===== src/rtl/sync_rx_pkg.sv =====
package sync_rx_pkg;

  typedef enum logic [1:0] {
    SEL_CTRL = 2'd0,
    SEL_DATA = 2'd1,
    SEL_IRQ  = 2'd2,
    SEL_NONE = 2'd3
  } reg_sel_e;

  localparam int CB_PORT   = 7;
  localparam int CB_WIDE   = 6;
  localparam int CB_SINGLE = 5;
  localparam int CB_CONT   = 4;
  localparam int CB_ADET   = 3;
  localparam int CB_FRAME  = 2;
  localparam int CB_OVR    = 1;
  localparam int CB_BIT9   = 0;

  // Index of the final bit of a word for the chosen length.
  function automatic int unsigned last_index(input logic wide, input int unsigned base_w);
    return wide ? base_w : base_w - 1;
  endfunction

  // Place one serial bit at position idx of a partial word.
  function automatic logic [15:0] place_bit(input logic [15:0] partial,
                                             input logic bit_in,
                                             input int unsigned idx);
    logic [15:0] r;
    r = partial;
    r[idx[3:0]] = bit_in;
    return r;
  endfunction

endpackage


===== src/rtl/rx_edge_sync.sv =====
module rx_edge_sync #(
  parameter int STAGES = 2
) (
  input  logic clk,
  input  logic rst_n,
  input  logic ext_clk,
  input  logic ext_data,
  output logic fall_pulse,
  output logic data_sync
);
  logic [STAGES-1:0] ck_q;
  logic [STAGES-1:0] dt_q;
  logic              ck_prev;

  for (genvar g = 0; g < STAGES; g++) begin : g_stage
    if (g == 0) begin : g_first
      always_ff @(posedge clk or negedge rst_n) begin
        if (!rst_n) begin
          ck_q[0] <= 1'b1;
          dt_q[0] <= 1'b0;
        end else begin
          ck_q[0] <= ext_clk;
          dt_q[0] <= ext_data;
        end
      end
    end else begin : g_next
      always_ff @(posedge clk or negedge rst_n) begin
        if (!rst_n) begin
          ck_q[g] <= 1'b1;
          dt_q[g] <= 1'b0;
        end else begin
          ck_q[g] <= ck_q[g-1];
          dt_q[g] <= dt_q[g-1];
        end
      end
    end
  end

  always_ff @(posedge clk or negedge rst_n) begin
    if (!rst_n) ck_prev <= 1'b1;
    else        ck_prev <= ck_q[STAGES-1];
  end

  assign fall_pulse = ck_prev & ~ck_q[STAGES-1];
  assign data_sync  = dt_q[STAGES-1];

  a_r4_single_pulse: assert property (@(posedge clk) disable iff (!rst_n)
    fall_pulse |=> !fall_pulse);
endmodule


===== src/rtl/rx_shifter.sv =====
module rx_shifter
  import sync_rx_pkg::*;
#(
  parameter int DATA_W = 8,
  localparam int WORD_W = DATA_W + 1,
  localparam int CNT_W  = $clog2(WORD_W + 1)
) (
  input  logic              clk,
  input  logic              rst_n,
  input  logic              run,
  input  logic              wide,
  input  logic              fall,
  input  logic              din,
  output logic              done,
  output logic [WORD_W-1:0] word
);
  logic [CNT_W-1:0]  cnt;
  logic [WORD_W-1:0] shreg;
  logic [15:0]       next_word;
  logic              at_last;

  assign next_word = place_bit({{(16-WORD_W){1'b0}}, shreg}, din, int'(cnt));
  assign at_last   = (int'(cnt) == last_index(wide, DATA_W));

  always_ff @(posedge clk or negedge rst_n) begin
    if (!rst_n) begin
      cnt   <= '0;
      shreg <= '0;
      done  <= 1'b0;
      word  <= '0;
    end else if (!run) begin
      cnt   <= '0;
      shreg <= '0;
      done  <= 1'b0;
    end else begin
      done <= 1'b0;
      if (fall) begin
        if (at_last) begin
          word  <= next_word[WORD_W-1:0];
          done  <= 1'b1;
          cnt   <= '0;
          shreg <= '0;
        end else begin
          shreg <= next_word[WORD_W-1:0];
          cnt   <= cnt + 1'b1;
        end
      end
    end
  end

  a_r10_idle_clear: assert property (@(posedge clk) disable iff (!rst_n)
    !run |=> (cnt == '0 && shreg == '0));
  a_r4_done_after_edge: assert property (@(posedge clk) disable iff (!rst_n)
    done |-> $past(fall && run));
  a_r5_count_bound: assert property (@(posedge clk) disable iff (!rst_n)
    int'(cnt) <= DATA_W);
endmodule


===== src/rtl/rx_regs.sv =====
module rx_regs
  import sync_rx_pkg::*;
#(
  parameter int DATA_W = 8,
  localparam int WORD_W = DATA_W + 1
) (
  input  logic              clk,
  input  logic              rst_n,
  input  logic              reg_wr,
  input  logic              reg_rd,
  input  logic [1:0]        reg_addr,
  input  logic [7:0]        reg_wdata,
  output logic [7:0]        reg_rdata,
  input  logic              done,
  input  logic [WORD_W-1:0] word,
  output logic              run,
  output logic              wide,
  output logic              full,
  output logic              irq
);
  logic              port_en, single, cont, adet, ovr, bit9, ie;
  logic [DATA_W-1:0] hold;
  logic              data_read, wr_ctrl, wr_irq, accept, drop;

  assign data_read = reg_rd && reg_sel_e'(reg_addr) == SEL_DATA;
  assign wr_ctrl   = reg_wr && reg_sel_e'(reg_addr) == SEL_CTRL;
  assign wr_irq    = reg_wr && reg_sel_e'(reg_addr) == SEL_IRQ;
  assign accept    = done && (!full || data_read);
  assign drop      = done && full && !data_read;

  always_ff @(posedge clk or negedge rst_n) begin
    if (!rst_n) begin
      port_en <= 1'b0; wide <= 1'b0; single <= 1'b0; cont <= 1'b0;
      adet <= 1'b0; ovr <= 1'b0; bit9 <= 1'b0; ie <= 1'b0;
      full <= 1'b0; hold <= '0;
    end else begin
      if (wr_ctrl) begin
        port_en <= reg_wdata[CB_PORT];
        wide    <= reg_wdata[CB_WIDE];
        single  <= reg_wdata[CB_SINGLE];
        cont    <= reg_wdata[CB_CONT];
        adet    <= reg_wdata[CB_ADET];
      end
      if (wr_irq) ie <= reg_wdata[0];
      if (data_read) full <= 1'b0;
      if (accept) begin
        hold <= word[DATA_W-1:0];
        bit9 <= wide ? word[DATA_W] : 1'b0;
        full <= 1'b1;
      end
      if (drop) ovr <= 1'b1;
      if (!cont) ovr <= 1'b0;
    end
  end

  assign run = port_en && cont && !ovr;
  assign irq = full && ie;

  always_comb begin
    reg_rdata = 8'h00;
    case (reg_sel_e'(reg_addr))
      SEL_CTRL: reg_rdata = {port_en, wide, single, cont, adet, 1'b0, ovr, bit9};
      SEL_DATA: reg_rdata[DATA_W-1:0] = hold;
      SEL_IRQ:  reg_rdata = {full, 6'b0, ie};
      default:  reg_rdata = 8'h00;
    endcase
  end

  a_r9_ovr_clear: assert property (@(posedge clk) disable iff (!rst_n)
    !cont |=> !ovr);
  a_r8_ovr_cause: assert property (@(posedge clk) disable iff (!rst_n)
    $rose(ovr) |-> $past(full));
  a_r8_hold_kept: assert property (@(posedge clk) disable iff (!rst_n)
    (ovr && $past(ovr)) |-> $stable(hold));
  a_r7_full_clear: assert property (@(posedge clk) disable iff (!rst_n)
    $fell(full) |-> $past(data_read));
endmodule


===== src/rtl/sync_slave_rx.sv =====
module sync_slave_rx
  import sync_rx_pkg::*;
#(
  parameter int DATA_W      = 8,
  parameter int SYNC_STAGES = 2
) (
  input  logic       clk,
  input  logic       rst_n,
  input  logic       reg_wr,
  input  logic       reg_rd,
  input  logic [1:0] reg_addr,
  input  logic [7:0] reg_wdata,
  output logic [7:0] reg_rdata,
  input  logic       ser_clk,
  input  logic       ser_data,
  output logic       rx_full,
  output logic       irq
);
  localparam int WORD_W = DATA_W + 1;

  logic              fall_evt, data_s, run, wide, word_done;
  logic [WORD_W-1:0] word;

  rx_edge_sync #(.STAGES(SYNC_STAGES)) u_sync (
    .clk(clk), .rst_n(rst_n), .ext_clk(ser_clk), .ext_data(ser_data),
    .fall_pulse(fall_evt), .data_sync(data_s)
  );

  rx_shifter #(.DATA_W(DATA_W)) u_shift (
    .clk(clk), .rst_n(rst_n), .run(run), .wide(wide), .fall(fall_evt),
    .din(data_s), .done(word_done), .word(word)
  );

  rx_regs #(.DATA_W(DATA_W)) u_regs (
    .clk(clk), .rst_n(rst_n), .reg_wr(reg_wr), .reg_rd(reg_rd),
    .reg_addr(reg_addr), .reg_wdata(reg_wdata), .reg_rdata(reg_rdata),
    .done(word_done), .word(word), .run(run), .wide(wide),
    .full(rx_full), .irq(irq)
  );

  a_r6_irq_needs_full: assert property (@(posedge clk) disable iff (!rst_n)
    irq |-> rx_full);
  a_r2_done_needs_run: assert property (@(posedge clk) disable iff (!rst_n)
    word_done |-> $past(run));
endmodule


===== config.mk =====
export PLATFORM = sky130hd
export DESIGN_NAME = sync_slave_rx
export DESIGN_NICKNAME = d
export VERILOG_FILES = /design/src/rtl/sync_rx_pkg.sv /design/src/rtl/rx_edge_sync.sv /design/src/rtl/rx_shifter.sv /design/src/rtl/rx_regs.sv /design/src/rtl/sync_slave_rx.sv
export SDC_FILE = /design/constraint.sdc
export NUM_CORES = 1
export LEC_CHECK = 0
export BUFFER_PORTS_ARGS = -buffer_cell sky130_fd_sc_hd__buf_2
export CORE_AREA = 3 3 59 83
export DETAILED_ROUTE_END_ITERATION = 16
export DIE_AREA = 0 0 62 86
export PLACE_DENSITY_LB_ADDON = 0.3
export SYNTH_ARGS = -nofsm -noshare
export SYNTH_HDL_FRONTEND = slang
export SYNTH_SLANG_ARGS = --single-unit

===== constraint.sdc =====
create_clock -name clk -period 2.92 [get_ports clk]
set_clock_uncertainty 0.05 [all_clocks]
set_input_delay 0.292 -clock clk [delete_from_list [all_inputs] [get_ports clk]]
set_output_delay 0.292 -clock clk [all_outputs]
set_load 0.02 [all_outputs]

### Word level (Yosys, flattened, before mapping)

Cells that the tools add are included.

* bits in registers: 45
* input bits: 16
* output and inout bits: 10

* add/subtract/negate cells: 1
* order comparisons: 2
* eq/ne operators: 5
* multiplexer cells: 19
* bitwise operators: 2
* reduce and logical (&&, ||, !) cells: 17

Operators with widths (count)
* 4-bit by 32-bit == test with 1-bit output: 1
* 9-bit 2-to-1 mux: 3
* 8-bit one-hot mux with 3 select lines: 1
* 16-bit bitwise mux: 1
* 4-bit 2-to-1 mux: 4
* 1-bit logical AND: 10
* 1-bit 2-to-1 mux: 9
* 4-bit by 5-bit less-than comparator with 1-bit output (second input constant): 1
* 4-bit by 1-bit adder with 4-bit output (second input constant): 1
* 1-bit demux with 4-bit select: 1
* 4-bit by 1-bit >= comparator with 1-bit output (second input constant): 1
* 2-bit inequality test (second input constant): 2
* 1-bit zero test: 3
* 3-bit AND reduction: 1
* 2-bit by 1-bit == test with 1-bit output (second input constant): 1
* 2-bit == test (second input constant): 1
* 2-bit zero test: 1
* 2-bit nonzero test: 1
* 1-bit AND: 1
* 1-bit logical OR: 1
* 1-bit NOT: 1

### Depth between registers and ports, before layout

Gate-level depths: netlist of run 1.

* depth after elaboration: 8
* depth in mapped cells: 5
* gate-level depth less buffers: 5

### Hierarchy

A second synthesis of run 1 with hierarchy kept.

* cell total of the unflattened synthesis: 188
* area, all modules: 2174.6 um^2

By module, submodules not included
* rx_shifter: times used 1, cells each 116, area each 1218.7 um^2, seq. area each 575.6 um^2
* rx_regs: times used 1, cells each 66, area each 813.3 um^2, seq. area each 425.4 um^2
* rx_edge_sync: times used 1, cells each 6, area each 142.6 um^2, seq. area each 128.9 um^2

### Least setup slack after synthesis of run 1

OpenSTA, ideal clock, no wires.

* path type: reg-to-reg
* from: reg u_regs.ovr
* to: reg u_shift.word[0]
* data arrival time: 1.385 ns
* required time: 2.745 ns
* path slack: 1.359 ns
* stages on the path, launching flop included: 6
* path buffers: 1
* cells stage by stage: dfrtp_1 > nand3b_4 > nor3b_4 > nor2b_2 > buf_6 > mux2_4

* longest elaborated chain between the ends: 3

RTL lines
* start: declaration: RTL line rx_regs.sv:21 `logic port_en, single, cont, adet, ovr, bit9, ie;`
* start signal: assignment: RTL line rx_regs.sv:34 `adet <= 1'b0; ovr <= 1'b0; bit9 <= 1'b0; ie <= 1'b0;`
* start signal: assignment: RTL line rx_regs.sv:51 `if (drop) ovr <= 1'b1;`
* start signal: assignment: RTL line rx_regs.sv:52 `if (!cont) ovr <= 1'b0;`
* 1-bit zero test: RTL line rx_regs.sv:56 `assign run = port_en && cont && !ovr;`
* 1-bit logical AND: RTL line rx_regs.sv:56
* 3-bit AND reduction (no line)
* end signal: assignment: RTL line rx_shifter.sv:39 `word <= next_word[WORD_W-1:0];`
* end: declaration: RTL line rx_shifter.sv:15 `output logic [WORD_W-1:0] word`

Every way passes these cells.
A chain may end at the register's enable or synchronous reset.

### Worst setup path in the final report of run 1

Ends and elaborated chain as after synthesis.

==> flow_metrics.py, run 1 <==
metrics = {
    "run_status": {
        "outcome": "complete, no violations",
    },
    "grt": {
        "gr-total-overflow": 0,
        "grt_pass1_vias": 1344,
        "antenna_found_initial": 0,
        "grt_pass1_wl_microns": 6210,
        "grt_usage_pct": 15.66,
        "grt_max_degree": 46,
    },
    "logic_synthesis": {
        "ys_warn_count": 0,
        "synth_seq_area_share_pct": 54.23,
        "synth_area_sq_mm": 0.002083,
        "synth_cells": 174,
        "synth_area_per_cell_sq_um": 11.97,
        "synth_cell_types": 35,
        "syn_nets": 194,
        "synth_edf_count": 0,
        "async_flop_share_pct": 100.0,
        "yosys_most_used_dff": "dfrtp_1",
        "ys_seq_elements": 45,
    },
    "worst_hold_path": {
        "hold_path.startpoint": "ser_clk",
        "min_path_type": "in -> reg",
        "min_to": "u_sync.ck_q[0]",
        "hold_depth": 1,
    },
    "detailed_routing": {
        "highest_layer": "met4",
        "drtPass1Iterations": 4,
        "drt_drc_violations_left": 0,
        "drt.antenna.violating_nets": 0,
        "vias": 1347,
        "avgViaCountPerCell": 5.161,
        "avgRoutedWirePerCell_microns": 13.59,
        "wl_met1_microns": 1397,
        "routed_wl_microns": 3547,
        "met2_length_microns": 1911,
        "drt_first_iter_violations": 20,
        "met3_length_microns": 141,
    },
    "sta": {
        "setup_viol": 0,
        "hold_violations": 0,
        "finalSetupTns_ns": 0,
        "period_share_pct": 67.85,
        "rsz0062_at_grt": "false",
        "fin_ws_ns": 0.9389,
        "tightest_slew_ns": 0.9415,
        "maxSlewViolCount": 0,
        "finalCriticalPeriod_ns": 1.981,
        "whs_ns": 0.04436,
        "fmax_mhz": 504.8,
        "max_slew_margin_pct": 37.23,
    },
    "final_layout": {
        "design_area_sq_mm": 0.002372,
        "drive_gt1_share_pct": 28.36,
        "layout_common_cells": "dfrtp_1 (42), mux2i_1 (23), buf_2 (23)",
        "final_nets": 220,
        "final_common_cell": "dfrtp_1",
        "diodes": 0,
        "syn_to_final_growth_pct": 13.87,
    },
    "die": {
        "row_count": 28,
        "dieHeight_microns": 86,
        "fp.dieW_microns": 62,
        "io_pins": 26,
        "core_area_sq_mm": 0.004239,
        "start_util_pct": 49.14,
        "die_area_sq_mm": 0.005332,
    },
    "clock_network": {
        "ctsResizeCount": 0,
        "h-tree-depth": 2,
        "path_clk_slew_ns": 0.08,
        "post_cts_buffers": 0,
        "cts_hold_buf": 0,
        "clockRootBuffer": "clkbuf_8",
        "clk_latency_ns": 0.29,
        "clock_sinks": 45,
        "clock_path_buffers": 2,
        "cts_made_buffers": 5,
        "tritoncts": "yes",
    },
    "place": {
        "gp_congestion": 0.7445,
        "preCtsSetupSlack_ns": 0.9235,
        "io_buffers": 23,
        "place_area_sq_mm": 0.002252,
        "hpwl_microns": 2687,
    },
    "critical_path": {
        "cp.required_ns": 3.05,
        "end_kind": "flip-flop",
        "worstReg2RegEnd": "u_shift.word[0]",
        "worstPathMaxFanout": 10,
        "critical_path_class": "reg -> reg",
        "reg2reg_from": "u_regs.ovr",
        "regToRegSetupSlack_ns": 0.94,
        "reg2reg_depth": 4,
        "start_kind": "flip-flop",
        "worst_ep_arrival_time_ns": 2.11,
    },
    "pwr": {
        "cellPowerDensity_mw_per_mm2": 529.5,
        "ir_drop_uv": 266.9,
        "power.leakage_nw": 1.163,
    },
    "job": {
        "cap_violations": 0,
    },
}
-- sequential cells by signal, summed over array words and instances, names as in the netlist, 2 cells and up --
name           count
u_sync.ck_q        2
u_shift.word       9
u_shift.cnt        4
u_regs.hold        8
u_shift.shreg      9
-- area by class of cell --
| cell class | instances | area, sq um |
|---|---|---|
| Tap cell | 60 | 75.07 |
| Timing Repair Buffer | 24 | 122.6 |
| Fill cell | 358 | 1867 |
| Multi-Input combinational cell | 112 | 879.6 |
| Sequential cell | 45 | 1130 |
| Clock inverter | 2 | 37.54 |
| Clock buffer | 6 | 82.58 |
| Inverter | 12 | 45.04 |
-- synth_stat cells, types with 2 or more instances --
cell type  instances  area [sq um]
dfstp_2            3         78.83
nor3b_1            2         15.01
clkbuf_1           2         7.510
mux2i_1           23         230.2
nand3_1            2         10.01
o21ai_0           13         65.06
inv_1             12         45.04
nand2_1           22         82.58
nand3b_1           2         15.01
nor2_1             6         22.52
mux2_2            15         168.9
dfrtp_1           42          1051
buf_2              2         10.01
ha_1               4         50.05
nor2b_1            4         25.02
-- power breakdown --
group          switching [mW]  internal (mW)  leakage, nW
clock                   0.200          0.278       0.0574
combinational          0.0610         0.0485        0.510
sequential             0.0231          0.645        0.596
-- worst max path at each step --
stage                           from               to  slack (ns)  cells past startpoint
after detailed placement  u_regs.ovr  u_shift.word[0]        0.92                      4
after global placement    u_regs.ovr  u_shift.word[0]        0.96                      4
after global routing      u_regs.ovr  u_shift.word[0]        0.81                      4
after CTS                 u_regs.ovr  u_shift.word[0]        0.91                      4
final                     u_regs.ovr  u_shift.word[0]        0.94                      4
after floorplan           u_regs.ovr  u_shift.word[0]        1.36                      5
-- logic make-up (layout without fill, tap and decap cells) --
logic type | after synthesis | after routing | share of synthesized area, %
flip-flops | 45 | 45 | 54.23
AND/OR/NAND/NOR | 47 | 47 | 12.91
AO/OA/AOI/OAI | 21 | 21 | 6.607
adder cells (fa/ha/maj) | 4 | 4 | 2.402
buffers and inverters | 17 | 44 | 3.544
multiplexers | 39 | 39 | 19.88
XOR/XNOR | 1 | 1 | 0.4205
-- critical path, cell delays in order, from the launching register on --
cell	delay (ns)
dfrtp_1	0.40
nand3b_4	0.20
nor3b_4	0.29
nor2b_2	0.58
mux2_4	0.34
-- metrics by stage --
| stage | total power, mW | std cells | utilization (%) |
|---|---|---|---|
| CTS | 1.272 | 261 | 55.96 |
| floorplan | 0.7462 | 174 | - |
| global placement | 0.7878 | 253 | 53.13 |
| global route | 1.315 | 261 | 55.96 |
| finish | 1.256 | 261 | 55.96 |
| detailed placement | 0.7926 | 253 | 53.13 |
-- layer usage --
layer | vias up | GRT usage (%)
met2 | 32 | 27.26
met1 | 656 | 17.56
li1 | 650 | -
met3 | 9 | 4.066
met5 | - | 0
met4 | 0 | 5.792
No activity file was read; power rests on OpenSTA's default activity.
==> inputs of run 2 (changes only) <==
==> constraint.sdc (replaced) <==
create_clock -name clk -period 1.7 [get_ports clk]
set_clock_uncertainty 0.05 [all_clocks]
set_input_delay 0.17 -clock clk [delete_from_list [all_inputs] [get_ports clk]]
set_output_delay 0.17 -clock clk [all_outputs]
set_load 0.02 [all_outputs]
==> run 2 against run 1 <==
Fmax increased by 25%. Routed wire length up 9.8%. Worst hold slack improved by 0.0093 ns. Non-clock buffer count rose by 13. Clock power rose by 38%. First-iteration DRC count decreased by 15%. Final area rose by 4.5%. Sequential cell count stayed put. Critical path type unchanged.
==> flow_metrics.py, run 2 (synthesized netlist as in run 1, its figures left out) <==
metrics = {
    "grt": {
        "antenna_found_initial": 0,
        "grt_pass1_wl_microns": 6610,
        "grt_pass1_vias": 1456,
        "gr-total-overflow": 0,
        "grt_usage_pct": 16.90,
        "grt_max_degree": 25,
    },
    "run_status": {
        "outcome": "complete, no violations",
    },
    "final_layout": {
        "final_util_pct": 58.47,
        "final_nets": 233,
        "top_regs": "u_shift.shreg (9), u_shift.word (9), u_regs.hold (8)",
        "syn_to_final_growth_pct": 18.98,
        "finalNonFillerCells": 274,
        "layout_common_cells": "dfrtp_1 (41), mux2i_1 (23), buf_2 (23)",
        "diodes": 0,
        "final_common_cell": "dfrtp_1",
        "design_area_sq_mm": 0.002479,
        "drive_gt1_share_pct": 32.71,
    },
    "clock_network": {
        "h-tree-depth": 2,
        "clk_latency_ns": 0.30,
        "tritoncts": "yes",
        "cts_made_buffers": 5,
        "path_clk_slew_ns": 0.09,
        "clockRootBuffer": "clkbuf_8",
        "clock_sinks": 45,
        "clock_path_buffers": 2,
        "post_cts_buffers": 0,
    },
    "place": {
        "hpwl_microns": 3036,
        "io_buffers": 23,
        "gp_congestion": 0.7804,
        "preCtsSetupSlack_ns": 0.09123,
        "place_inst": 263,
        "place_area_sq_mm": 0.002352,
    },
    "critical_path": {
        "path_buf_inv": 1,
        "worstPathMaxFanout": 6,
        "cpMaxStageDelayCell": "dfrtp_1",
        "end_kind": "flip-flop",
        "start_kind": "flip-flop",
        "worst_ep_arrival_time_ns": 1.73,
        "critPathMaxStageDelay_ns": 0.43,
        "cpLargestDelayFamily": "flip-flops",
        "cp.required_ns": 1.84,
        "path_cells": "buf_4 -> nand4b_1 -> a2bb2oi_2 -> nor2b_2 -> mux2_4",
        "critical_path_class": "reg -> reg",
    },
    "sta": {
        "hold_violations": 0,
        "period_share_pct": 93.56,
        "fmax_mhz": 628.7,
        "rsz0062_at_grt": "false",
        "maxSlewViolCount": 0,
        "max_slew_margin_pct": 65.27,
        "fin_ws_ns": 0.1095,
        "tightest_slew_ns": 0.5210,
        "whs_ns": 0.05367,
        "finalSetupTns_ns": 0,
        "setup_viol": 0,
        "finalCriticalPeriod_ns": 1.590,
    },
    "pwr": {
        "p_total_mw": 2.032,
        "cellPowerDensity_mw_per_mm2": 819.8,
        "power.leakage_nw": 1.218,
        "ir_drop_uv": 556.0,
    },
    "job": {
        "cap_violations": 0,
    },
    "worst_hold_path": {
        "min_path_type": "in -> reg",
    },
    "detailed_routing": {
        "avgViaCountPerCell": 5.095,
        "drtPass1Iterations": 5,
        "drt_drc_violations_left": 0,
        "routed_wl_microns": 3894,
        "vias": 1396,
        "drt.antenna.violating_nets": 0,
        "avgRoutedWirePerCell_microns": 14.21,
        "drt_first_iter_violations": 17,
    },
    "die": {
        "fp.dieW_microns": 62,
        "row_count": 28,
        "core_area_sq_mm": 0.004239,
        "io_pins": 26,
        "die_area_sq_mm": 0.005332,
        "dieHeight_microns": 86,
        "start_util_pct": 49.14,
    },
}
==> run 2: metal layers <==
metal  track usage (%)  part of all wire [%]  vias to the layer above
met2             31.13                    55                       32
met5                 0                     0                        -
met1             17.30                    39                      686
met4             6.371                   2.1                        0
met3             4.066                   3.9                        8
li1                  -                     -                      670
==> run 2: layout make-up <==
type | instances | area [sq um]
clock buffer | 5 | 68.82
clock inverter | 3 | 21.27
inverter | 12 | 45.04
fill | 358 | 1760
multi-input combinational | 112 | 884.6
sequential | 45 | 1131
tap | 60 | 75.07
timing repair buffer | 37 | 252.7
==> run 2: power breakdown <==
| group | total (mW) | leakage (nW) | internal [mW] | switching (mW) |
|---|---|---|---|---|
| Combinational | 0.229 | 0.580 | 0.109 | 0.121 |
| Clock | 0.660 | 0.0445 | 0.292 | 0.368 |
| Sequential | 1.14 | 0.594 | 1.11 | 0.0339 |
| Total | 2.03 | 1.22 | 1.51 | 0.523 |
==> run 2: timing repair <==
item	in CTS	in global routing
resized for setup	0	3
setup endpoints to repair	0	6
hold buffers	3	0
hold endpoints to repair	20	0
==> run 2: final timing paths <==
check	from	endpoint	slack, ns	cells past startpoint
max	u_shift.cnt[0]	u_shift.word[0]	0.11	5
min	reg_wdata[7]	u_regs.port_en	0.05	2
min reg2reg	u_sync.dt_q[0]	u_sync.data_sync	0.31	0
max in group asynchronous	rst_n	u_sync.dt_q[0]	0.76	3
max reg2reg	u_shift.cnt[0]	u_shift.word[0]	0.11	5
min in group asynchronous	rst_n	u_regs.full	0.33	2
==> inputs of run 3 (changes only) <==
--- a/config.mk
+++ b/config.mk
@@ -9,7 +9,7 @@
 export CORE_AREA = 3 3 59 83
 export DETAILED_ROUTE_END_ITERATION = 16
 export DIE_AREA = 0 0 62 86
-export PLACE_DENSITY_LB_ADDON = 0.3
+export PLACE_DENSITY = 0.83
 export SYNTH_ARGS = -nofsm -noshare
 export SYNTH_HDL_FRONTEND = slang
 export SYNTH_SLANG_ARGS = --single-unit
==> run 3 against run 2 <==
Worst hold slack worse by 0.0084 ns. Register-to-register slack barely moved. Combinational power is essentially flat. Sequential cell count stayed put. Final area is 0.71% lower. Sequential power about the same. Non-clock buffer count is 1 higher. Via count fell by 0.43%. Critical path depth unchanged. Power fell by 0.57%. Critical endpoint unchanged. Highest routed layer unchanged.
==> flow_metrics.py, run 3 (synthesized netlist as in run 1, its figures left out) <==
metrics = {
    "run_status": {
        "outcome": "complete, no violations",
    },
    "final_layout": {
        "final_util_pct": 58.06,
        "layout_common_cells": "dfrtp_1 (41), mux2i_1 (23), buf_2 (23)",
        "final_common_cell": "dfrtp_1",
        "diodes": 0,
        "final_nets": 234,
        "syn_to_final_growth_pct": 18.14,
        "drive_gt1_share_pct": 32.56,
        "top_regs": "u_shift.shreg (9), u_shift.word (9), u_regs.hold (8)",
    },
    "die": {
        "dieHeight_microns": 86,
        "io_pins": 26,
        "fp.dieW_microns": 62,
        "start_util_pct": 49.14,
        "core_area_sq_mm": 0.004239,
        "die_area_sq_mm": 0.005332,
        "row_count": 28,
    },
    "job": {
        "cap_violations": 0,
    },
    "critical_path": {
        "worstReg2RegEnd": "u_shift.word[0]",
        "reg2reg_from": "u_shift.cnt[0]",
        "start_kind": "flip-flop",
        "critPathMaxStageDelay_ns": 0.44,
        "critical_path_class": "reg -> reg",
        "cp.required_ns": 1.84,
        "worstPathMaxFanout": 5,
        "cpMaxStageDelayCell": "dfrtp_1",
        "path_cells": "inv_1 -> ha_1 -> nand2_1 -> mux2_2 -> mux2_4",
        "reg2reg_depth": 5,
        "end_kind": "flip-flop",
        "worst_ep_arrival_time_ns": 1.72,
        "regToRegSetupSlack_ns": 0.12,
    },
    "detailed_routing": {
        "drt_drc_violations_left": 0,
        "routed_wl_microns": 3569,
        "vias": 1390,
        "drt.antenna.violating_nets": 0,
        "avgViaCountPerCell": 5.055,
        "drt_first_iter_violations": 29,
        "avgRoutedWirePerCell_microns": 12.98,
        "drtPass1Iterations": 4,
    },
    "worst_hold_path": {
        "min_to": "u_regs.cont",
        "min_path_type": "in -> reg",
        "hold_depth": 2,
        "hold_path.startpoint": "reg_wdata[4]",
    },
    "sta": {
        "rsz0062_at_grt": "false",
        "tightest_slew_ns": 0.4377,
        "finalSetupTns_ns": 0,
        "setup_viol": 0,
        "max_slew_margin_pct": 70.82,
        "maxSlewViolCount": 0,
        "hold_violations": 0,
        "fin_ws_ns": 0.1193,
        "fmax_mhz": 632.6,
        "period_share_pct": 92.98,
        "finalCriticalPeriod_ns": 1.581,
        "whs_ns": 0.04531,
    },
    "grt": {
        "antenna_found_initial": 0,
        "grt_max_degree": 21,
        "gr-total-overflow": 0,
        "grt_pass1_vias": 1482,
        "grt_usage_pct": 15.30,
        "grt_pass1_wl_microns": 6072,
    },
    "place": {
        "preCtsSetupSlack_ns": 0.1034,
        "io_buffers": 23,
        "gp_congestion": 0.8501,
        "hpwl_microns": 2777,
    },
    "clock_network": {
        "clockRootBuffer": "clkbuf_8",
        "clock_path_buffers": 2,
        "path_clk_slew_ns": 0.08,
        "clock_sinks": 45,
        "h-tree-depth": 2,
        "clk_latency_ns": 0.30,
        "tritoncts": "yes",
        "cts_made_buffers": 5,
        "post_cts_buffers": 0,
    },
    "pwr": {
        "ir_drop_uv": 410.7,
        "cellPowerDensity_mw_per_mm2": 820.9,
        "power.leakage_nw": 1.220,
    },
}
-- run 3: changes by cell type in the layout (fill, tap and decap cells not counted) --
cell and delta:
nor3b_2 +1, ha_1 +1, nor3b_1 -1, buf_4 +3, buf_12 -2, ha_2 -1, nand2_2 -1, nand2_1 +1
-- run 3: what timing repair did --
item | 4_1_cts | 5_1_grt
endpoints found under the setup margin | 0 | 8
hold buffers | 3 | 0
resized for setup | 0 | 2
endpoints found under the hold margin | 17 | 0
-- run 3: power breakdown --
group | total, mW | switching (mW) | internal (mW)
sequential | 1.14 | 0.0315 | 1.11
combinational | 0.226 | 0.118 | 0.108
clock | 0.654 | 0.363 | 0.291
-- run 3: how the worst max path moves through the flow --
stage,slack [ns],depth (start not counted),from,endpoint
5_1_grt,0.006,5,u_regs.ovr,u_shift.word[7]
3_5_place_dp,0.10,5,u_shift.cnt[1],u_shift.shreg[0]
2_1_floorplan,0.14,5,u_regs.ovr,u_shift.word[0]
6_report,0.12,5,u_shift.cnt[0],u_shift.word[0]
4_1_cts,0.09,5,u_shift.cnt[1],u_shift.word[0]
3_3_place_gp,0.13,5,u_shift.cnt[1],u_shift.word[0]
-- run 3: cell type report --
type,instances,area [sq um]
Clock buffer,5,68.82
Timing Repair Buffer,38,235.2
Sequential cell,45,1131
Inverter,12,45.04
Multi-Input combinational cell,112,884.6
Tap cell,60,75.07
Fill cell,356,1778
Clock inverter,3,21.27
-- run 3: critical path, delay by kind of cell, from the launching register on --
family | cells | cell delay [ns]
DFF | 1 | 0.44
adders and majority gates | 1 | 0.23
and+or+nand+nor | 1 | 0.08
buffers and inverters | 1 | 0.09
muxes | 2 | 0.59
-- run 3: metrics by stage --
step	instances	total power, mW	cell area [sq um]
2_1_floorplan	174	1.282	2083
3_3_place_gp	264	1.378	2335
3_5_place_dp	264	1.385	2335
4_1_cts	275	2.049	2455
6_report	275	2.020	2461
5_1_grt	275	2.119	2461
-- run 3: metal layers --
layer | global-route usage (%) | up-vias | part of all wire (%)
met5 | 0 | - | 0
met3 | 3.614 | 5 | 2.7
li1 | - | 675 | -
met2 | 28.40 | 22 | 56
met1 | 14.90 | 688 | 39
met4 | 6.950 | 0 | 1.7
